`src/rtl/wom2_pkg.sv`:
```
package wom2_pkg;
    localparam int VAL_W  = 2;
    localparam int CELL_N = 3;

    typedef logic [VAL_W-1:0]  val_t;
    typedef logic [CELL_N-1:0] cells_t;

    typedef enum logic {
        ST_IDLE,
        ST_RESP
    } enc_st_e;

    // First-write codeword: value 0 is the empty pattern, value v sets one cell.
    function automatic cells_t first_gen(input val_t v);
        cells_t c;
        if (v == '0) c = '0;
        else         c = cells_t'(1) << (CELL_N - int'(v));
        return c;
    endfunction

    function automatic int unsigned set_count(input cells_t c);
        int unsigned n;
        n = 0;
        for (int i = 0; i < CELL_N; i++) n += int'(c[i]);
        return n;
    endfunction
endpackage

```
`src/rtl/wom2_decode.sv`:
```
module wom2_decode
    import wom2_pkg::*;
(
    input  cells_t cells,
    output val_t   value
);
    cells_t base;
    logic   upper;

    always_comb begin
        upper = (set_count(cells) >= 2);
        base  = upper ? ~cells : cells;
        value = '0;
        for (int i = 0; i < CELL_N; i++) begin
            if (base[i]) value = val_t'(CELL_N - i);
        end
    end
endmodule

```
`src/rtl/wom2_plan.sv`:
```
module wom2_plan
    import wom2_pkg::*;
(
    input  cells_t cur,
    input  val_t   cur_val,
    input  val_t   want,
    output cells_t nxt,
    output cells_t mask,
    output logic   no_room
);
    cells_t cand;
    logic   same;
    logic   covers;

    always_comb begin
        same    = (want == cur_val);
        cand    = (cur == '0) ? first_gen(want) : ~first_gen(want);
        covers  = ((cand & cur) == cur);
        no_room = 1'b0;
        if (same) begin
            nxt = cur;
        end else if (covers) begin
            nxt = cand;
        end else begin
            nxt     = cur;
            no_room = 1'b1;
        end
        mask = nxt ^ cur;
    end
endmodule

```
`src/rtl/wom2_codec.sv`:
```
module wom2_codec
    import wom2_pkg::*;
(
    input  logic       clk,
    input  logic       rst_n,
    input  logic       req_valid,
    input  logic [1:0] req_value,
    input  logic [2:0] cur_cells,
    output logic       rsp_valid,
    output logic [2:0] next_cells,
    output logic [2:0] wr_mask,
    output logic       full,
    input  logic [2:0] dec_cells,
    output logic [1:0] dec_value
);
    enc_st_e st_q, st_d;
    val_t    cur_val;
    cells_t  plan_nxt, plan_mask;
    logic    plan_full;

    wom2_decode u_dec_enc (.cells(cur_cells), .value(cur_val));
    wom2_decode u_dec_port(.cells(dec_cells), .value(dec_value));

    wom2_plan u_plan (
        .cur    (cur_cells),
        .cur_val(cur_val),
        .want   (req_value),
        .nxt    (plan_nxt),
        .mask   (plan_mask),
        .no_room(plan_full)
    );

    always_comb begin
        st_d = st_q;
        unique case (st_q)
            ST_IDLE: st_d = req_valid ? ST_RESP : ST_IDLE;  // T_ACCEPT / T_WAIT
            ST_RESP: st_d = req_valid ? ST_RESP : ST_IDLE;  // T_CHAIN / T_DRAIN
        endcase
    end

    always_ff @(posedge clk) begin
        if (!rst_n) st_q <= ST_IDLE;
        else        st_q <= st_d;
    end

    always_ff @(posedge clk) begin
        if (!rst_n) begin
            next_cells <= '0;
            wr_mask    <= '0;
            full       <= 1'b0;
        end else if (req_valid) begin
            next_cells <= plan_nxt;
            wr_mask    <= plan_mask;
            full       <= plan_full;
        end
    end

    assign rsp_valid = (st_q == ST_RESP);
endmodule

```
`config.mk`:
```
export PLATFORM = sky130hd
export DESIGN_NAME = wom2_codec
export DESIGN_NICKNAME = d
export VERILOG_FILES = /design/src/rtl/wom2_pkg.sv /design/src/rtl/wom2_decode.sv /design/src/rtl/wom2_plan.sv /design/src/rtl/wom2_codec.sv
export SDC_FILE = /design/constraint.sdc
export NUM_CORES = 1
export LEC_CHECK = 0
export BUFFER_PORTS_ARGS = -buffer_cell sky130_fd_sc_hd__buf_2
export CAP_MARGIN = 20
export CORE_UTILIZATION = 46
export CTS_CLUSTER_DIAMETER = 100
export DETAILED_ROUTE_END_ITERATION = 10
export HOLD_SLACK_MARGIN = 0.1
export PLACE_DENSITY = 0.74
export RECOVER_POWER = 100
export SLEW_MARGIN = 20
export SYNTH_ARGS = -nofsm -noshare
export SYNTH_HDL_FRONTEND = slang
export SYNTH_SLANG_ARGS = --single-unit
```
`constraint.sdc`:
```
create_clock -name clk -period 1.93 [get_ports clk]
set_input_delay 0.579 -clock clk [delete_from_list [all_inputs] [get_ports clk]]
set_output_delay 0.579 -clock clk [all_outputs]
set_load 0.05 [all_outputs]
```
==> impl_metrics.csv <==
group,metric,value,unit
status,status,"finished, violations left",
status,violations,"setup timing",
finish,fin_cells,134,
logic_synthesis,ys_seq_area_share,20.71,%
worst_setup_path,ff2ff_path_depth,2,
finish,seqCellArea,160.2,sq um
clock_network,htreeDepth,1,
worst_setup_path,critPathRequiredTime,1350,ps
worst_setup_path,cpLargestDelayFamily,"buffers and inverters",
logic_synthesis,synth.largest_area_cell,"dfxtp_1",
route,drt-initial-drc-count,11,
clock_network,cts_buffers,3,
logic_synthesis,synth.net_count,106,
clock_network,cts_root_buf,"clkbuf_4",
logic_synthesis,synth_top_cell_area_share,20.71,%
power,peakVddDrop,0.0005639,V
placed_design,pre_cts_ws,-167.7,ps
route,vias_per_cell,5.858,
route,drcViolationCount,0,
clock_network,clk_pin_slew,50,ps
worst_setup_path,critPathLaunchType,"primary input",
worst_setup_path,worstPathMaxFanout,2,
logic_synthesis,ys_ff_latch,8,
timing,hold_viol_final,0,
floorplanning,num_io_pins,21,
worst_hold_path,min_path_type,"flip-flop to flip-flop",
timing,fin_crit,1969,ps
route,finalWirelength,1803,microns
grt,grtUsageTotal,21.17,%
logic_synthesis,yosysWarnings,0,
clock_network,clk_latency,260,ps
route,num_vias,785,
worst_setup_path,path_cells,"buf_8, ha_4, o22ai_2, nand2_1, o21ai_4, buf_6",
worst_setup_path,ff2ff_setup_slack,1190,ps
worst_setup_path,critPathSlowestCell,"ha_4",
grt,grt_first_pass_wirelength,2884,microns
worst_setup_path,critPathCaptureType,"output port",
floorplanning,die_h,43,microns
finish,n_fill_cell,137,
placed_design,place_inst,131,
grt,grt_pass1_vias,669,
floorplanning,dieWidth,43,microns
placed_design,hpwlAfterDp,1316,microns
finish,fin_nets,134,
logic_synthesis,synthArstFlopShare,0,%
floorplanning,start_util,50.16,%
worst_setup_path,r2r_end,"wr_mask[2]$_SDFFE_PN0P_",
worst_setup_path,worst-path-buf-inv,2,
logic_synthesis,yosysMostFrequentCell,"nand2_1",
logic_synthesis,avgSynthCellArea,8.405,sq um
logic_synthesis,synth_flop_cell,"dfxtp_1",
worst_setup_path,reg2reg_from,"wr_mask[2]$_SDFFE_PN0P_",
grt,antenna_found_initial,0,
logic_synthesis,synth_edf_count,0,
timing,skew,0,ps
finish,num_antenna_cells,0,
grt,overflow,0,
timing,maxSlewHeadroom,60.75,%
placed_design,gp_congestion,0.8160,
worst_setup_path,critPathKind,"primary input to output port",
worst_hold_path,whs_path_depth,2,
timing,finalCritPeriodShare,102.0,%
grt,grtUsageMet3,5.106,%
worst_hold_path,hold_end,"wr_mask[1]$_SDFFE_PN0P_",
power,p_leak,0.3962,nW
clock_network,holdBufCountCts,0,
floorplanning,die_area,1849,sq um
route,post_drt_wl_per_cell,13.46,microns
worst_setup_path,cp_data_arrival_time,1390,ps
logic_synthesis,ys_types,41,
timing,tightest_slew,591.2,ps
logic_synthesis,synth_area_leaders,"dfxtp_1 21%, a211oi_2 6.5%, ha_1 4.9%",
power,p_total,0.0005699,W
timing,fmax,508.0,MHz
worst_setup_path,slowest_delay,230,ps
grt,grt_max_degree,14,
logic_synthesis,synth_common_cells,"9 x nand2_1, 8 x dfxtp_1, 7 x a21oi_1",
route,ant_nets,0,
timing,setup_ws,-38.51,ps
floorplanning,num_rows,14,
route,firstDrtPassIters,4,
timing,fin_setup_tns,-38.51,ps
floorplanning,core-area,1541,sq um
timing,rsz0062_at_grt,"true",
run,cap_violations,0,
logic_synthesis,syn_area,773.2,sq um
finish,utilization,64.61,%
grt,grt_util_met1,23.97,%
grt,grtUsageMet2,35.45,%
clock_network,cts_sinks,8,
grt,busiest_layer,"met2",
timing,slew_viol_final,0,
finish,multi_input_area,589.3,sq um
clock_network,cts_tree,"done",
logic_synthesis,synthesis.instances,92,
timing,finalSetupViolCount,1,
power,cellPowerDensity,572.2,nW/um^2
worst_hold_path,hold_path_startpoint,"wr_mask[1]$_SDFFE_PN0P_",
finish,drive_gt1_share,37.29,%
placed_design,place.port_buffers,20,
clock_network,cts_max_path_buffers,2,
finish,areaGrowthSynthToFinish,28.80,%
[through the flow]
| stage | hold slack, ps | area (sq um) |
|---|---|---|
| after detailed placement | 455.5 | 959.7 |
| after global routing | 482.6 | 996.0 |
| after global placement | 437.6 | 959.7 |
| final | 461.7 | 996.0 |
| after CTS | 463.8 | 1007 |
| after floorplan | 671.9 | 829.5 |
[worst min-delay path: stages, from the launching register on]
cell and delay (ps):
dfxtp_1 300, nand2_1 60, a21oi_1 50
[how the worst max path moves through the flow]
stage | start | end | slack (ps) | cells past startpoint
after floorplan | cur_cells[0] | next_cells[1]$_SDFFE_PN0P_ | 20 | 8
after global placement | dec_cells[0] | dec_value[0] | -140 | 6
after detailed placement | dec_cells[0] | dec_value[0] | -170 | 6
after CTS | dec_cells[1] | dec_value[0] | -50 | 6
after global routing | dec_cells[0] | dec_value[0] | -50 | 6
final | dec_cells[0] | dec_value[0] | -40 | 6
[final cells by class]
type | instances | share of cell area, %
tap | 16 | 2.010
multi-input combinational | 72 | 59.17
sequential | 8 | 16.08
timing repair buffer | 30 | 18.59
clock buffer | 3 | 2.261
inverter | 5 | 1.884
[report_power, final]
part,total [W],switching [W],internal [W],leakage [nW]
clock network,0.000131,0.0000595,0.0000713,0.0138
logic,0.000258,0.000162,0.0000960,0.316
registers,0.000181,0.00000457,0.000177,0.0659
total,0.000570,0.000226,0.000344,0.396
[state kept, by name (all words and copies together), names as in the netlist]
signal,cells
full,1
next_cells,3
rsp_valid,1
wr_mask,3
[layout by cell type (no fill, tap or decap), types with 2 or more instances in the layout]
master,synthesis,layout
xnor2_1,4,4
buf_6,2,2
clkbuf_4,0,3
nand2_1,9,9
ha_4,0,2
dfxtp_1,8,8
o21bai_1,2,2
nor2_1,5,5
a211oi_2,4,4
o21ai_2,3,3
clkbuf_1,1,10
nor2b_1,2,2
a21oi_1,7,6
nand2b_1,2,2
o22ai_2,1,2
o211ai_1,2,2
buf_4,2,10
nor3_1,3,3
o21ai_0,4,3
inv_1,5,5
buf_2,2,7
[per-layer routing]
layer,up-vias,part of all wire [%]
met5,-,0
met4,0,3.2
met3,6,3.9
met2,27,50
met1,363,43
li1,389,-
[cell families (layout without fill, tap and decap cells)]
| group | count (synthesis) | count (layout) | synth area share, % |
|---|---|---|---|
| AOI/OAI and AO/OA | 32 | 32 | 35.92 |
| and+or+nand+nor | 30 | 30 | 21.04 |
| buffers and inverters | 12 | 38 | 9.061 |
| DFF | 8 | 8 | 20.71 |
| xor gates and xnor gates | 5 | 5 | 5.663 |
| adders and majority gates | 3 | 3 | 4.855 |
| muxes | 2 | 2 | 2.751 |
[what timing repair did]
item,4_1_cts,5_1_grt
hold endpoints to repair,0,0
pin swaps,3,3
setup buffers,0,0
endpoints found under the setup margin,1,2
gates resized for setup,5,2
cloned,0,0
Note: power is estimated with default switching activity, not from simulation.
